[src/rtl/tmr_pkg.sv]
package tmr_pkg;
  typedef enum logic [1:0] {
    ADDR_STAT = 2'd0,
    ADDR_IEN  = 2'd1,
    ADDR_CMP  = 2'd2,
    ADDR_CNT  = 2'd3
  } tmr_addr_e;

  localparam int NSRC    = 2;
  localparam int SRC_OVF = 0;
  localparam int SRC_CMP = 1;
endpackage

[src/rtl/tmr_counter.sv]
module tmr_counter
  import tmr_pkg::*;
#(
  parameter int CNT_W = 8
) (
  input  logic             clk,
  input  logic             rst,
  input  logic             cnt_en,
  input  logic [CNT_W-1:0] cmp_val,
  output logic [CNT_W-1:0] cnt_q,
  output logic [NSRC-1:0]  evt
);
  localparam logic [CNT_W-1:0] CNT_MAX = {CNT_W{1'b1}};

  logic [CNT_W-1:0] cnt_nxt;

  assign cnt_nxt = cnt_q + 1'b1;

  always_ff @(posedge clk) begin
    if (rst)         cnt_q <= '0;
    else if (cnt_en) cnt_q <= cnt_nxt;
  end

  // events mark the counting step that is taking place on this edge
  assign evt[SRC_OVF] = cnt_en && (cnt_q == CNT_MAX);
  assign evt[SRC_CMP] = cnt_en && (cnt_nxt == cmp_val);


  wrap_chk: assert property (@(posedge clk) disable iff (rst)
    (cnt_en && cnt_q == CNT_MAX) |=> (cnt_q == '0));


  hold_chk: assert property (@(posedge clk) disable iff (rst)
    !cnt_en |=> $stable(cnt_q));
endmodule

[src/rtl/tmr_flags.sv]
module tmr_flags
  import tmr_pkg::*;
(
  input  logic            clk,
  input  logic            rst,
  input  logic [NSRC-1:0] evt,
  input  logic            clr_rd,
  input  logic [NSRC-1:0] ien,
  output logic [NSRC-1:0] flags,
  output logic            irq
);
  for (genvar i = 0; i < NSRC; i++) begin : g_src
    logic clr_i;
    // only a flag that the read returned as set is cleared
    assign clr_i = clr_rd && flags[i];

    always_ff @(posedge clk) begin
      if (rst)         flags[i] <= 1'b0;
      else if (evt[i]) flags[i] <= 1'b1;
      else if (clr_i)  flags[i] <= 1'b0;
    end


    race_keep_chk: assert property (@(posedge clk) disable iff (rst)
      (clr_rd && evt[i]) |=> flags[i]);


    rd_clear_chk: assert property (@(posedge clk) disable iff (rst)
      (clr_rd && !evt[i]) |=> !flags[i]);


    evt_set_chk: assert property (@(posedge clk) disable iff (rst)
      evt[i] |=> flags[i]);
  end

  assign irq = |(flags & ien);
endmodule

[src/rtl/race_safe_timer.sv]
module race_safe_timer
  import tmr_pkg::*;
#(
  parameter int CNT_W = 8
) (
  input  logic             clk,
  input  logic             rst,
  input  logic             cnt_en,
  input  logic [1:0]       bus_addr,
  input  logic             bus_wr,
  input  logic             bus_rd,
  input  logic [CNT_W-1:0] bus_wdata,
  output logic [CNT_W-1:0] bus_rdata,
  output logic             irq
);
  localparam int PAD_W = CNT_W - NSRC;

  logic [CNT_W-1:0] cmp_q;
  logic [CNT_W-1:0] cnt_q;
  logic [NSRC-1:0]  ien_q;
  logic [NSRC-1:0]  evt;
  logic [NSRC-1:0]  flags;
  logic             stat_rd;

  assign stat_rd = bus_rd && (bus_addr == ADDR_STAT);

  always_ff @(posedge clk) begin
    if (rst) begin
      cmp_q <= '1;
      ien_q <= '0;
    end else if (bus_wr) begin
      case (bus_addr)
        ADDR_IEN: ien_q <= bus_wdata[NSRC-1:0];
        ADDR_CMP: cmp_q <= bus_wdata;
        default:  ;
      endcase
    end
  end

  tmr_counter #(.CNT_W(CNT_W)) u_cnt (
    .clk     (clk),
    .rst     (rst),
    .cnt_en  (cnt_en),
    .cmp_val (cmp_q),
    .cnt_q   (cnt_q),
    .evt     (evt)
  );

  tmr_flags u_flags (
    .clk    (clk),
    .rst    (rst),
    .evt    (evt),
    .clr_rd (stat_rd),
    .ien    (ien_q),
    .flags  (flags),
    .irq    (irq)
  );

  always_comb begin
    case (bus_addr)
      ADDR_STAT: bus_rdata = {{PAD_W{1'b0}}, flags};
      ADDR_IEN:  bus_rdata = {{PAD_W{1'b0}}, ien_q};
      ADDR_CMP:  bus_rdata = cmp_q;
      default:   bus_rdata = cnt_q;
    endcase
  end


  cmp_hit_chk: assert property (@(posedge clk) disable iff (rst)
    evt[SRC_CMP] |=> (cnt_q == $past(cmp_q)));


  both_evt_chk: assert property (@(posedge clk) disable iff (rst)
    (evt[SRC_OVF] && cmp_q == '0) |=> (flags == 2'b11));
endmodule

[config.mk]
export PLATFORM = sky130hd
export DESIGN_NAME = race_safe_timer
export DESIGN_NICKNAME = d
export VERILOG_FILES = /design/src/rtl/tmr_pkg.sv /design/src/rtl/tmr_counter.sv /design/src/rtl/tmr_flags.sv /design/src/rtl/race_safe_timer.sv
export SDC_FILE = /design/constraint.sdc
export NUM_CORES = 1
export LEC_CHECK = 0
export BUFFER_PORTS_ARGS = -buffer_cell sky130_fd_sc_hd__buf_2
export CAP_MARGIN = 20
export CORE_AREA = 3 3 51 53
export CTS_BUF_LIST = sky130_fd_sc_hd__clkbuf_4 sky130_fd_sc_hd__clkbuf_8 sky130_fd_sc_hd__clkbuf_16
export CTS_CLUSTER_DIAMETER = 50
export DETAILED_ROUTE_END_ITERATION = 8
export DIE_AREA = 0 0 54 56
export GPL_ROUTABILITY_DRIVEN = 0
export GPL_TIMING_DRIVEN = 0
export HOLD_SLACK_MARGIN = 0.08
export PLACE_DENSITY = 0.9
export SETUP_SLACK_MARGIN = 0.4
export SLEW_MARGIN = 20
export SYNTH_ARGS = -nofsm -noshare
export SYNTH_HDL_FRONTEND = slang
export SYNTH_SLANG_ARGS = --single-unit
[constraint.sdc]
create_clock -name clk -period 3.3 [get_ports clk]
set_input_delay 0.495 -clock clk [delete_from_list [all_inputs] [get_ports clk]]
set_output_delay 0.495 -clock clk [all_outputs]
set_load 0.03 [all_outputs]
==> results.txt, run 1 <==
----------------------------------------------------
[Outcome]
  Result of the run ... finished clean

[Finish]
  Area added between synthesis and finish ... 13.6%
  Count of nets after finishing ... 189
  Fin cells ... 199
  Fraction of final layout cells with drive strength greater than 1 ... 0.216
  Commonest cells after routing, fill and taps aside ... sky130_fd_sc_hd__buf_2, sky130_fd_sc_hd__nand2_1, sky130_fd_sc_hd__dfxtp_1, sky130_fd_sc_hd__nor2_1, sky130_fd_sc_hd__nand3b_1
  Final standard cell area without fillers ... 1400 µm²
  Antenna cell count ... 0
  Commonest non-fill, non-tap cell in the layout ... sky130_fd_sc_hd__buf_2
  Post-Route Utilization ... 0.638

[Pwr]
  P_int ... 0.332 mW
  Worst-case vdd ir drop ... 0.000330 V
  Seq pwr share ... 0.559
  Combinational share of power ... 0.200
  Switching Fraction ... 0.285
  Design Power ... 0.464 mW
  Pleak ... 0.602 nW
  Switch Pwr ... 0.132 mW
  Clock share of power ... 0.241
  Cell Pwr Density ... 332 nW/µm²

[Placement]
  DP Cell Count ... 196
  Number of buffer cells added on primary ports ... 22
  Standard cell area after detailed placement ... 1380 µm²
  Post-detail-place hpwl ... 2.01 mm
  Pre-CTS setup slack ... 1.36 ns

[Timing]
  RSZ-0062 raised after global routing ... false
  Worst rel slew slack ... 0.706
  Hold violation count in the final report ... 0
  Final setup vio count ... 0
  Actual transition at the worst max-transition pin ... 0.442 ns
  Maximum operating frequency ... 513 MHz
  Share of the clock period used by the worst path ... 0.590
  Max Transition Viols Final ... 0
  Worst Clk Skew ... 0.00273 ns
  Period minus WS final ... 1.95 ns
  Setup Total Neg Slack ... 0 ns
  Worst path setup slack after routing ... 1.35 ns
  Smallest hold slack ... 0.403 ns

[Routing]
  WL per Instance ... 13.0 µm
  Post-DR vias/cell ... 5.66
  First DRT Iteration DRCs ... 28
  Remaining DRCs ... 0
  Residual antenna-violating net count after detailed routing ... 0
  Total routed wirelength ... 2.58 mm
  Total number of vias ... 1,126
  Length of the first detailed-routing pass in iterations ... 4

[GRT]
  Global router's overall resource usage ... 0.194
  Global-route wire length before repair ... 4.56 mm
  Pin count of the biggest net entering global routing ... 11
  Number of antenna violations at the first check in global routing ... 0
  Vias in the first global route ... 1,096
  GR Overflow Total ... 0

[Clock network]
  Count of H-tree levels built during CTS ... 1
  Clock-pin slew reported for the worst setup and hold paths after clock tree synthesis ... 0.11 ns
  Num Clock Sinks ... 20
  TritonCTS clock tree ... yes
  Post-CTS setup buffer count ... 0
  Cts repair resizes ... 0
  Clock buffers created by TritonCTS ... 3
  Number of hold buffers added after CTS ... 0
  Clk root buf ... sky130_fd_sc_hd__clkbuf_4
  Clock latency of the later-clocked register in the worst-skew pair ... 0.29 ns
  Buffer depth of the longest clock path ... 2

[Synth]
  Cell variety after synth ... 33
  Sequential share of the synthesized area ... 0.326
  Post-synthesis area per instance ... 8.42 µm²
  Netlist area before placement ... 1230 µm²
  Total number of yosys warnings ... 0
  Cells after Synth ... 146
  Register bit count reported by yosys ... 20
  Synthesized net count ... 162

[Hold path]
  Worst Hold Class ... in2reg

[Worst setup path]
  Crit path capture type ... output port
  Critical path type ... reg2out
  Maximum net fanout on the critical path ... 8
  Startpoint type of the worst setup path ... flip-flop
  Arrival @ worst endpoint ... 1.45 ns
  Required time at the endpoint of the critical path ... 2.80 ns

[Job]
  Number of max-cap violations ... 0

[Floorplanning]
  Die extent in x ... 54 µm
  Die ar. ... 3020 µm²
  Die height ... 56 µm
  Total I/O pin count ... 24
  Standard-cell rows ... 17
  Core Area ... 2190 µm²
  Effective utilization at floorplan ... 0.561

----------------------------------------------------
cell type report:
type                       count  area (µm²)
fill                         195         793
buffer                        11        51.3
clock buffer                   3        22.5
tap                           28        35.0
timing repair buffer          22         110
inverter                       1        3.75
multi-input combinational    114         774
sequential                    20         400
routing by layer:
| layer | track usage | part of all wire | vias up |
|---|---|---|---|
| met2 | 0.324 | 0.51 | 36 |
| met5 | 0 | 0 | - |
| met1 | 0.244 | 0.44 | 530 |
| met3 | 0.0322 | 0.048 | 2 |
| met4 | 0.0676 | 0.0089 | 0 |
| li1 | - | - | 558 |
logic make-up after synthesis:
logic type                 share of synthesized area
AOI/OAI and AO/OA                             0.0966
DFF                                            0.326
muxes                                          0.118
buffers and inverters                         0.0448
and+or+nand+nor                                0.305
xor gates and xnor gates                      0.0997
adders and majority gates                     0.0102
cell usage after synthesis:
library cell	count	share of area
sky130_fd_sc_hd__and4_2	1	0.0081
sky130_fd_sc_hd__nand3b_1	11	0.067
sky130_fd_sc_hd__xnor2_1	7	0.050
sky130_fd_sc_hd__or2_1	1	0.0051
sky130_fd_sc_hd__nand2_2	1	0.0051
sky130_fd_sc_hd__nor2_2	1	0.0051
sky130_fd_sc_hd__o221ai_1	1	0.0071
sky130_fd_sc_hd__a21oi_1	5	0.020
sky130_fd_sc_hd__nor2_1	13	0.040
sky130_fd_sc_hd__a22o_1	1	0.0071
sky130_fd_sc_hd__nor2b_1	6	0.031
sky130_fd_sc_hd__ha_1	1	0.010
sky130_fd_sc_hd__nor3b_1	1	0.0061
sky130_fd_sc_hd__nand3_1	4	0.016
sky130_fd_sc_hd__and3b_1	2	0.014
sky130_fd_sc_hd__o21bai_1	1	0.0061
sky130_fd_sc_hd__dfxtp_1	20	0.33
sky130_fd_sc_hd__o31ai_2	1	0.010
sky130_fd_sc_hd__o21ai_0	6	0.024
sky130_fd_sc_hd__inv_1	1	0.0030
sky130_fd_sc_hd__o2111ai_1	1	0.0071
sky130_fd_sc_hd__mux4_2	2	0.037
sky130_fd_sc_hd__mux2i_1	10	0.081
sky130_fd_sc_hd__buf_4	2	0.012
sky130_fd_sc_hd__clkbuf_1	7	0.021
sky130_fd_sc_hd__or3_1	2	0.010
sky130_fd_sc_hd__or3_2	1	0.0061
sky130_fd_sc_hd__nand4_2	1	0.010
sky130_fd_sc_hd__nand2_1	20	0.061
sky130_fd_sc_hd__a211o_1	2	0.014
sky130_fd_sc_hd__buf_2	2	0.0081
sky130_fd_sc_hd__nand4_1	4	0.020
sky130_fd_sc_hd__xor2_1	7	0.050
power groups by stage:
stage	clock network, mW	logic, mW	registers [mW]
final	0.112	0.0926	0.259
after global routing	0.125	0.101	0.261
after CTS	0.114	0.0928	0.259
after detailed placement	0	0.0923	0.265
after global placement	0	0.0893	0.264
after floorplan	0	0.0677	0.262
registers in the layout (all words and copies together), names as in the netlist:
| signal | count |
|---|---|
| cmp_q | 8 |
| ien_q | 2 |
| u_cnt.cnt_q | 8 |
| u_flags.flags | 2 |
critical path, cell delays in order, from the launching register on:
cell and delay [ns]:
sky130_fd_sc_hd__dfxtp_1 0.33, sky130_fd_sc_hd__buf_2 0.18, sky130_fd_sc_hd__mux4_2 0.47, sky130_fd_sc_hd__buf_2 0.19
path summary, 6_finish.rpt:
| kind | depth (start not counted) | slack (ns) | start | endpoint |
|---|---|---|---|---|
| worst max-delay path | 3 | 1.35 | u_cnt.cnt_q[0]$_SDFFE_PP0P_ | bus_rdata[0] |
| worst max register to register | 6 | 1.46 | u_cnt.cnt_q[1]$_SDFFE_PP0P_ | u_flags.flags[1]$_SDFFE_PP0P_ |
| worst min-delay path | 2 | 0.40 | bus_wdata[2] | cmp_q[2]$_SDFFE_PP1P_ |
| worst min register to register | 2 | 0.51 | cmp_q[4]$_SDFFE_PP1P_ | cmp_q[4]$_SDFFE_PP1P_ |
(Power assumes the default switching activity.)
==> run 2, diff against run 1 <==
Settings changed: CORE_AREA 3 3 51 53 to 3 3 55 57, DIE_AREA 0 0 54 56 to 0 0 58 60, PLACE_DENSITY 0.9 to 0.83.
Clock period 3.3 ns to 1.7 ns, I/O delays scaled along.
==> results.txt, run 2 (synthesis results as in run 1) <==
----------------------------------------------------
[Pwr]
  Switch Pwr ... 0.292 mW
  Switching Fraction ... 0.291
  Worst-case vdd ir drop ... 0.000582 V
  Clock share of power ... 0.255
  Cell Pwr Density ... 593 nW/µm²
  Design Power ... 1.00 mW
  Pleak ... 0.708 nW
  Combinational share of power ... 0.247
  Seq pwr share ... 0.498
  P_int ... 0.710 mW

[Clock network]
  Number of hold buffers added after CTS ... 0
  Num Clock Sinks ... 20
  Count of H-tree levels built during CTS ... 1
  Clock latency of the later-clocked register in the worst-skew pair ... 0.30 ns
  Buffer depth of the longest clock path ... 2
  Clock-pin slew reported for the worst setup and hold paths after clock tree synthesis ... 0.12 ns
  TritonCTS clock tree ... yes
  Clk root buf ... sky130_fd_sc_hd__clkbuf_4
  Clock buffers created by TritonCTS ... 3

[Worst setup path]
  Critical path type ... reg2out
  Launching element of the worst setup path ... u_cnt.cnt_q[0]$_SDFFE_PP0P_
  Reg-to-reg critical path startpoint ... u_cnt.cnt_q[0]$_SDFFE_PP0P_
  Delay-heaviest family, CP ... multiplexers
  Count of buffer and inverter cells on the critical path ... 2
  Cell type with the highest occurrence count on the critical path ... sky130_fd_sc_hd__buf_6
  Arrival @ worst endpoint ... 1.40 ns
  Length in cells of the worst reg-to-reg path ... 9
  Startpoint type of the worst setup path ... flip-flop
  Crit path capture type ... output port
  Cells along the critical path ... buf_6 > mux4_2 > buf_6
  Maximum net fanout on the critical path ... 2
  Highest cell delay on the worst timing path ... 0.47 ns
  Slowest stage cell on the critical path ... sky130_fd_sc_hd__mux4_2
  Required time at the endpoint of the critical path ... 1.44 ns
  Critical path depth ... 3

[Floorplanning]
  Die height ... 60 µm
  Die extent in x ... 58 µm
  Standard-cell rows ... 18
  Core Area ... 2520 µm²
  Total I/O pin count ... 24
  Die ar. ... 3480 µm²
  Effective utilization at floorplan ... 0.488

[GRT]
  Global-route wire length before repair ... 4.89 mm
  Global router's overall resource usage ... 0.180
  Pin count of the biggest net entering global routing ... 12
  GR Overflow Total ... 0
  Number of antenna violations at the first check in global routing ... 0
  Vias in the first global route ... 1,122

[Routing]
  First DRT Iteration DRCs ... 84
  Remaining DRCs ... 0
  Post-DR vias/cell ... 5.51
  Total routed wirelength ... 3.07 mm
  Total number of vias ... 1,184
  Length of the first detailed-routing pass in iterations ... 4
  Residual antenna-violating net count after detailed routing ... 0
  WL per Instance ... 14.3 µm

[Finish]
  Commonest cells after routing, fill and taps aside ... sky130_fd_sc_hd__nand2_1, sky130_fd_sc_hd__buf_4, sky130_fd_sc_hd__buf_2, sky130_fd_sc_hd__nor2_1, sky130_fd_sc_hd__nand3b_1
  Regs by FF count ... cmp_q: 8 flops, u_cnt.cnt_q: 8 flops
  Commonest non-fill, non-tap cell in the layout ... sky130_fd_sc_hd__nand2_1
  Area of the multi-input gates ... 848 µm²
  Layout fillers ... 183
  Antenna cell count ... 0
  Fraction of final layout cells with drive strength greater than 1 ... 0.416
  Count of nets after finishing ... 202
  Area added between synthesis and finish ... 37.4%
  Register area ... 428 µm²
  Post-Route Utilization ... 0.670
  Fin cells ... 215

[Hold path]
  Worst Hold Class ... in2reg
  Min-Delay Path Depth ... 3
  Min-Delay Startpoint ... bus_wdata[6]

[Placement]
  Number of buffer cells added on primary ports ... 22
  Post-detail-place hpwl ... 2.00 mm
  DP Cell Count ... 198

[Timing]
  Maximum operating frequency ... 604 MHz
  Period minus WS final ... 1.66 ns
  Worst rel slew slack ... 0.670
  Worst Clk Skew ... 0.0121 ns
  Smallest hold slack ... 0.152 ns
  RSZ-0062 raised after global routing ... true
  Setup Total Neg Slack ... 0 ns
  Final setup vio count ... 0
  Share of the clock period used by the worst path ... 0.974
  Max Transition Viols Final ... 0
  Hold violation count in the final report ... 0
  Actual transition at the worst max-transition pin ... 0.495 ns

[Outcome]
  Result of the run ... finished clean

[Job]
  Number of max-cap violations ... 0

----------------------------------------------------
[run 2: cell count changes in the layout (fill, tap and decap cells not counted), moves of 5 or more]
| cell | change |
|---|---|
| sky130_fd_sc_hd__dfxtp_2 | +7 |
| sky130_fd_sc_hd__buf_4 | +13 |
| sky130_fd_sc_hd__buf_2 | -10 |
| sky130_fd_sc_hd__dfxtp_4 | +5 |
| sky130_fd_sc_hd__buf_6 | +10 |
| sky130_fd_sc_hd__dfxtp_1 | -12 |
[run 2: power by group through the flow]
stage	clock [mW]	sequential [mW]	combinational, mW
floorplan	0	0.511	0.135
global placement	0	0.516	0.177
detailed placement	0	0.517	0.183
CTS	0.256	0.498	0.235
global route	0.283	0.501	0.266
finish	0.256	0.499	0.248
[run 2: per-layer routing]
metal / global-route usage / routed length (µm) / share of wire / vias up
li1: - / - / - / 588
met1: 0.217 / 1280 / 0.42 / 539
met2: 0.334 / 1560 / 0.51 / 50
met3: 0.0259 / 193 / 0.063 / 7
met4: 0.0430 / 32 / 0.010 / 0
met5: 0 / 0 / 0 / -
[run 2: cell type report]
type | count | area share
flip-flops and latches | 20 | 0.253
well taps | 30 | 0.0222
multi-input cells | 114 | 0.502
clock buffers | 4 | 0.0178
plain buffers | 11 | 0.0526
repair buffers | 35 | 0.150
inverters | 1 | 0.00222
[run 2: final timing paths]
| path | to | slack (ns) |
|---|---|---|
| worst max register to register | u_flags.flags[1]$_SDFFE_PP0P_ | 0.08 |
| worst min register to register | cmp_q[4]$_SDFFE_PP1P_ | 0.51 |
| worst max-delay path | bus_rdata[0] | 0.04 |
| worst min-delay path | cmp_q[6]$_SDFFE_PP1P_ | 0.15 |
[run 2: stage by stage]
step | instance area (µm²) | setup WS [ns]
2_1_floorplan | 1250 | 0.183
3_3_place_gp | 1400 | 0.0576
3_5_place_dp | 1400 | 0.0514
4_1_cts | 1650 | 0.0447
5_1_grt | 1690 | -0.0152
6_report | 1690 | 0.0445
[run 2: tightest hold or removal path: cells and delay by family]
| kind | cells | cell delay (ns) |
|---|---|---|
| buffers and inverters | 1 | 0.07 |
| AND/OR/NAND/NOR | 2 | 0.10 |
[run 2: timing repair]
action | CTS | global route
gates resized for setup | 42 | 12
cloned | 1 | 0
setup buffers | 11 | 1
endpoints found under the setup margin | 13 | 14
hold endpoints to repair | 0 | 0
pin swaps | 8 | 8
